===== src/rtl/lcell_pkg.sv =====
// Package: shared constants and types for the fine-grain logic cell.
// Assumes: neighbour order N, S, E, W maps to vector index 0..3.
package lcell_pkg;

    localparam int NDIR      = 4;  // neighbours per cell
    localparam int SRC_SEL_W = 3;  // width of a neighbour source select

    // Function state steering both outputs together
    typedef enum logic [1:0] {
        FN_PASS  = 2'd0,
        FN_SWAP  = 2'd1,
        FN_XNAND = 2'd2,
        FN_REG   = 2'd3
    } fn_state_t;

endpackage


===== src/rtl/lcell_src_mux.sv =====
// Module: lcell_src_mux
// Picks one of NIN neighbour bits by index; any code at or above NIN
// yields constant 1. Purely combinational.
// Assumes: SEL_W is wide enough to encode at least NIN+1 codes.
module lcell_src_mux #(
    parameter int NIN   = 4,
    parameter int SEL_W = 3
) (
    input  logic [NIN-1:0]   din,
    input  logic [SEL_W-1:0] sel,
    output logic             dout
);

    // Decode select: default constant 1, override on a matching index
    always_comb begin
        dout = 1'b1;
        for (int i = 0; i < NIN; i++) begin
            if (sel == SEL_W'(i)) dout = din[i];
        end
    end

endmodule


===== src/rtl/lcell_gate_stage.sv =====
// Module: lcell_gate_stage
// Two upstream AND gates. Left: picked A bit AND a term chosen from
// constant 1 (code 0), bus line k-1 (code k, 1..NBUS), else constant 0.
// Right: picked B bit AND (block ? 0 : 1).
// Assumes: LSEL_W can encode NBUS+1 codes.
module lcell_gate_stage #(
    parameter int NBUS   = 2,
    parameter int LSEL_W = 2
) (
    input  logic              a_pick,
    input  logic              b_pick,
    input  logic [NBUS-1:0]   bus_in,
    input  logic [LSEL_W-1:0] lterm_sel,
    input  logic              rterm_blk,
    output logic              left_q,
    output logic              right_q
);

    logic lterm;

    // Left second-term selector
    always_comb begin
        lterm = 1'b0;
        if (lterm_sel == '0) lterm = 1'b1;
        for (int k = 0; k < NBUS; k++) begin
            if (lterm_sel == LSEL_W'(k + 1)) lterm = bus_in[k];
        end
    end

    // Both upstream AND gates
    always_comb begin
        left_q  = a_pick & lterm;
        right_q = b_pick & ~rterm_blk;
    end

endmodule


===== src/rtl/lcell_func_stage.sv =====
// Module: lcell_func_stage
// Output steering by the function state, plus the cell flip-flop that
// samples the XOR of the gate results at every rising clock edge.
// Assumes: rst_n is asynchronous and active low.
module lcell_func_stage
    import lcell_pkg::*;
(
    input  logic      clk,
    input  logic      rst_n,
    input  logic      left_q,
    input  logic      right_q,
    input  fn_state_t state,
    output logic      a_out,
    output logic      b_out
);

    logic x_val;
    logic reg_q;

    assign x_val = left_q ^ right_q;

    // Cell flip-flop: captures XOR each edge, cleared asynchronously
    always_ff @(posedge clk or negedge rst_n) begin
        if (!rst_n) reg_q <= 1'b0;
        else        reg_q <= x_val;
    end

    // Tandem output multiplexers driven by one state
    always_comb begin
        unique case (state)
            FN_PASS:  begin a_out = left_q;  b_out = right_q;            end
            FN_SWAP:  begin a_out = right_q; b_out = left_q;             end
            FN_XNAND: begin a_out = x_val;   b_out = ~(left_q & right_q); end
            default:  begin a_out = reg_q;   b_out = left_q & right_q;   end
        endcase
    end

endmodule


===== src/rtl/lcell_top.sv =====
// Module: lcell_top
// One fine-grain logic cell: two independent neighbour source muxes,
// two upstream AND gates and a state-steered output stage.
// Assumes: configuration inputs are static during normal operation.
module lcell_top
    import lcell_pkg::*;
#(
    parameter int NBUS   = 2,
    parameter int SEL_W  = SRC_SEL_W,
    parameter int LSEL_W = $clog2(NBUS + 2)
) (
    input  logic              clk,
    input  logic              rst_n,
    input  logic [NDIR-1:0]   a_in,
    input  logic [NDIR-1:0]   b_in,
    input  logic [NBUS-1:0]   bus_in,
    input  logic [SEL_W-1:0]  cfg_a_sel,
    input  logic [SEL_W-1:0]  cfg_b_sel,
    input  logic [LSEL_W-1:0] cfg_lterm,
    input  logic              cfg_rterm,
    input  logic [1:0]        cfg_state,
    output logic              a_out,
    output logic              b_out
);

    logic a_pick, b_pick;
    logic left_q, right_q;
    fn_state_t state;

    assign state = fn_state_t'(cfg_state);

    lcell_src_mux #(.NIN(NDIR), .SEL_W(SEL_W)) u_amux (
        .din(a_in), .sel(cfg_a_sel), .dout(a_pick)
    );

    lcell_src_mux #(.NIN(NDIR), .SEL_W(SEL_W)) u_bmux (
        .din(b_in), .sel(cfg_b_sel), .dout(b_pick)
    );

    lcell_gate_stage #(.NBUS(NBUS), .LSEL_W(LSEL_W)) u_gates (
        .a_pick(a_pick), .b_pick(b_pick), .bus_in(bus_in),
        .lterm_sel(cfg_lterm), .rterm_blk(cfg_rterm),
        .left_q(left_q), .right_q(right_q)
    );

    lcell_func_stage u_func (
        .clk(clk), .rst_n(rst_n), .left_q(left_q), .right_q(right_q),
        .state(state), .a_out(a_out), .b_out(b_out)
    );

endmodule


===== config.mk =====
export PLATFORM = sky130hd
export DESIGN_NAME = lcell_top
export DESIGN_NICKNAME = d
export VERILOG_FILES = /design/src/rtl/lcell_pkg.sv /design/src/rtl/lcell_src_mux.sv /design/src/rtl/lcell_gate_stage.sv /design/src/rtl/lcell_func_stage.sv /design/src/rtl/lcell_top.sv
export SDC_FILE = /design/constraint.sdc
export NUM_CORES = 1
export LEC_CHECK = 0
export CAP_MARGIN = 10
export CELL_PAD_IN_SITES_DETAIL_PLACEMENT = 1
export CELL_PAD_IN_SITES_GLOBAL_PLACEMENT = 1
export CORE_AREA = 2 2 39 41
export DETAILED_ROUTE_END_ITERATION = 8
export DIE_AREA = 0 0 41 43
export DONT_BUFFER_PORTS = 1
export PLACE_DENSITY_LB_ADDON = 0.1
export SYNTH_ARGS = -nofsm -noshare
export SYNTH_HDL_FRONTEND = slang
export SYNTH_SLANG_ARGS = --single-unit

===== constraint.sdc =====
create_clock -name clk -period 1.45 [get_ports clk]
set_input_delay 0.0725 -clock clk [delete_from_list [all_inputs] [get_ports clk]]
set_output_delay 0.0725 -clock clk [all_outputs]
set_load 0.02 [all_outputs]

# Word level (Yosys, flattened, before mapping)
# Cells that the tools add are included.
[classes] eq_ne=10 n_mux=13 bitwise_logic=6 n_reduce_logical=4
[ops] op="3-bit by 2-bit == test with 1-bit output (second input constant)" count=4
[ops] op="1-bit 2-to-1 mux" count=11
[ops] op="3-bit by 1-bit == test with 1-bit output (second input constant)" count=2
[ops] op="3-bit zero test" count=2
[ops] op="1-bit one-hot mux with 3 select lines" count=2
[ops] op="2-bit by 1-bit == test with 1-bit output (second input constant)" count=2
[ops] op="2-bit == test (second input constant)" count=2
[ops] op="2-bit zero test" count=2
[ops] op="1-bit AND" count=3
[ops] op="1-bit inverter" count=2
[ops] op="1-bit bitwise XOR" count=1
[word_totals] regBits=1 in_bits=23 output_inout_bits=2 elab_cells=34

# Logic depth before layout (Yosys ltp)
[depth] word_depth=9 mapped_depth=6 mapped_depth_nobuf=6

# Hierarchy
# From an unflattened synthesis, not the netlist that was laid out.
[unflattened] hier_cells=15 area_unflattened_um2=177.7
[by_module_without_submodules] module="lcell_func_stage" instances=1 cells_each=6 area_each_um2=88.8 seq_area_each_um2=25.0
[by_module_without_submodules] module="lcell_src_mux" instances=2 cells_each=2 area_each_um2=28.8 seq_area_each_um2=0.0
[by_module_without_submodules] module="lcell_gate_stage" instances=1 cells_each=5 area_each_um2=31.3 seq_area_each_um2=0.0

# Worst setup path after synthesis
# OpenSTA, ideal clock, no wires.
[synth_path] path_kind="input -> output" from="input port cfg_b_sel[0]" to="output port a_out" t_arrival_ns=1.657 required_ns=1.378 path_slack_ns=-0.280 path_stages=5 n_path_buf=0 cell_sequence="mux4_2 -> o21ba_4 -> ha_1 -> nor2_1 -> o32ai_1"
[synth_between] elab_chain_len=8 word_cells_on_any_way=11 cone_classes="eq/ne: 3; mux: 5; bitwise: 2; reduce/logical: 1"
[synth_rtl] item="from (decl)" line_no="lcell_top.sv:18" text="input logic [SEL_W-1:0] cfg_b_sel,"
[synth_rtl] item="3-bit zero test" line_no="lcell_src_mux.sv:18" text="if (sel == SEL_W'(i)) dout = din[i];"
[synth_rtl] item="1-bit 2-to-1 mux (3 in a row)" line_no="lcell_src_mux.sv:18"
[synth_rtl] item="1-bit 2-to-1 mux (*)" line_no="lcell_src_mux.sv:18"
[synth_rtl] item="1-bit AND (*)" line_no="lcell_gate_stage.sv:33" text="right_q = b_pick & ~rterm_blk;"
[synth_rtl] item="1-bit bitwise XOR (*)" line_no="lcell_func_stage.sv:20" text="assign x_val = left_q ^ right_q;"
[synth_rtl] item="net u_func.x_val" line_no="lcell_func_stage.sv:17" text="logic x_val;"
[synth_rtl] item="1-bit one-hot mux with 3 select lines (*)" line_no="lcell_func_stage.sv:30" text="unique case (state)"
[synth_rtl] item="to (decl)" line_no="lcell_top.sv:22" text="output logic a_out,"
# The timed path passes the listed nets; every way through them passes the cells marked *.

# Worst setup path after layout
# Ends and elaborated chain as after synthesis.

==> metrics.txt <==
outcome=finished, violations left; failing checks=negative setup slack; Critical Path RT=~1.4 ns; routed wire length=approximately 530 µm; critical setup path kind=primary input to output port; Synth Flop Type=dfrtp_1; Yosys top cell area share=a little over an eighth; CTS clk-pin slew, worst paths=0 ns; worst IR drop on VDD=0.0001003 V; average cell area after synthesis=a little under 9 µm²; CP endpoint kind=output port; worst slew pin tran=between 0.3 and 0.4 ns; worst rel slew slack=between 70% and 80%; Worst Path Arrival=around 1.5 ns; Antenna Nets Post-Route=0; Syn Inst Count=22; first-pass GRT wire length=approximately 840 µm; vias in the first global route=210; Power Density=around 470 nW/µm²; DR vias=around 190; drt wl/cell=about 13 µm; unrepaired setup endpoints after global routing=true; initial antenna violation count=0; worst min path class=primary input to asynchronous set/reset pin; vias per inst=approximately 4.6; core area=1384 µm²; worst setup margin=-0.07473 ns; Top Ports=25; FMAX=0.6559 GHz; Synth async-reset ratio=100.0%; setup violators final=1; Starting Density=~14%; Pwr Total=~120 µW; Starting DRT DRC Count=1; DR pass1 iterations=2; Netlist cell types=17; Total Routing Usage GR=roughly 6.7%; diodes inserted=0; Largest regs=u_func.reg_q (1); Pleak=0.1033 nW; Area Overhead vs Synth=38.56%; WHS=roughly 0.29 ns; die area=1763 µm²; Fin. Hold Viols=0; FF+latch count, synth=1; Setup crit start kind=primary input; Final Wtd Congestion=approximately 0.55; post-layout min period=between 1.5 and 2 ns; Die Wd=41 µm; Tcrit/Tclk final=105.2%; slowest cell delay on critical path=0.48 ns; Synth Cell Area=191.4 µm²; Yosys warnings=0; Post-CTS Setup Inserts=0; largest reg by FF count=u_func.reg_q; area leader, netlist=dfrtp_1; Mapped Nets=46; Seq/Total Area, Yosys=between 10% and 20%; Buffers on Ports=0; share of cells above drive strength 1=a little over a third; CP max-delay cell=mux4_2; total global routing overflow=0; number of synthesized flops with an enable pin=0; max FFs per register=1; Worst Path Max Fanout=2; final HPWL from detailed placement=between 500 and 600 µm; largest net degree at the start of global routing=5; final net count=51; # DRC=0; Die Ht=between 40 and 50 µm; row count=14; max cap viols=0; Final Max Tran Viols=0; most area-consuming cells after synthesis=dfrtp_1 (13%), mux4_2 (12%), mux2i_1 (10%), o21ba_4 (8.5%), ha_1 (6.5%); CP cell instances=mux4_2 > o21ba_4 > ha_4 > nor2_2 > o32ai_2 > buf_4; synth cell count leaders=inv_1 (2), mux2i_1 (2), nor2_1 (2), o21ai_0 (2), o22ai_1 (2)
## through the flow
stage	util (%)	worst slack (ns)	instance area, µm²	setup TNS, ns	cells
floorplan	-	-0.08763	205.2	-0.08763	22
global placement	17.36	-0.1301	240.2	-0.1301	40
detailed placement	17.36	-0.1161	240.2	-0.1470	40
CTS	19.17	-0.08534	265.3	-0.08534	41
global route	19.17	-0.1275	265.3	-0.1577	41
finish	19.17	-0.07473	265.3	-0.07473	41
## worst max-delay path: cells and delay by family
kind	cells	cell delay [ns]
fa+ha+maj	1	0.27
buf+inv	1	0.18
simple gates	1	0.04
mux	1	0.48
compound gates	2	0.42
## logic make-up after synthesis
family                   count (synthesis)  share of synthesized area [%]
AO/OA/AOI/OAI                            8                          32.03
AND/OR/NAND/NOR                          7                          22.23
flip-flops                               1                          13.07
adder cells (fa/ha/maj)                  1                          6.535
buffers and inverters                    2                          3.923
multiplexers                             3                          22.22
## final cells by class
class	count	area, µm²
tap	16	20.02
fill	167	1119
sequential	1	25.02
inverter	2	7.507
multi-input combinational	19	187.7
timing repair buffer	3	25.02
## power by group
group	switching, mW	total [mW]	internal (mW)
clock network	0	0	0
registers	0.000875	0.0342	0.0333
logic	0.0405	0.0898	0.0493
total	0.0414	0.124	0.0826
## path summary, 6_finish.rpt
path / slack [ns] / cells past startpoint / endpoint / start
worst max-delay path: -0.07 / 6 / a_out / cfg_b_sel[0]
worst min-delay path: 0.29 / 1 / u_func.reg_q / rst_n
max in group asynchronous: 1.06 / 1 / u_func.reg_q / rst_n
min in group clk: 0.35 / 2 / b_out / cfg_state[0]
## layer usage
layer / wire length, µm / global-route usage (%) / part of all wire [%]
met4: 0 / 0 / 0
met2: 306 / 12.50 / 57
met3: 71 / 0.5236 / 13
met1: 156 / 8.307 / 29
met5: 0 / 0 / 0
## layout by cell type (no fill, tap or decap)
cell type      instances
o22ai_2                1
nor2_2                 1
nand2_1                1
nor2b_1                1
o22ai_1                1
inv_1                  2
o32ai_2                1
nand3b_1               1
mux2i_1                2
a31oi_1                1
nor2_4                 1
dlygate4sd3_1          1
and3_1                 1
buf_4                  2
o21ba_4                1
a21o_1                 1
mux4_2                 1
dfrtp_1                1
o21ai_0                2
nor2_1                 1
ha_4                   1
## timing repair
item | 4_1_cts | 5_1_grt
hold buffers | 1 | 0
setup endpoints to repair | 2 | 2
hold endpoints to repair | 1 | 0
gates resized for setup | 2 | 0
Note: power is estimated with default switching activity, not from simulation.
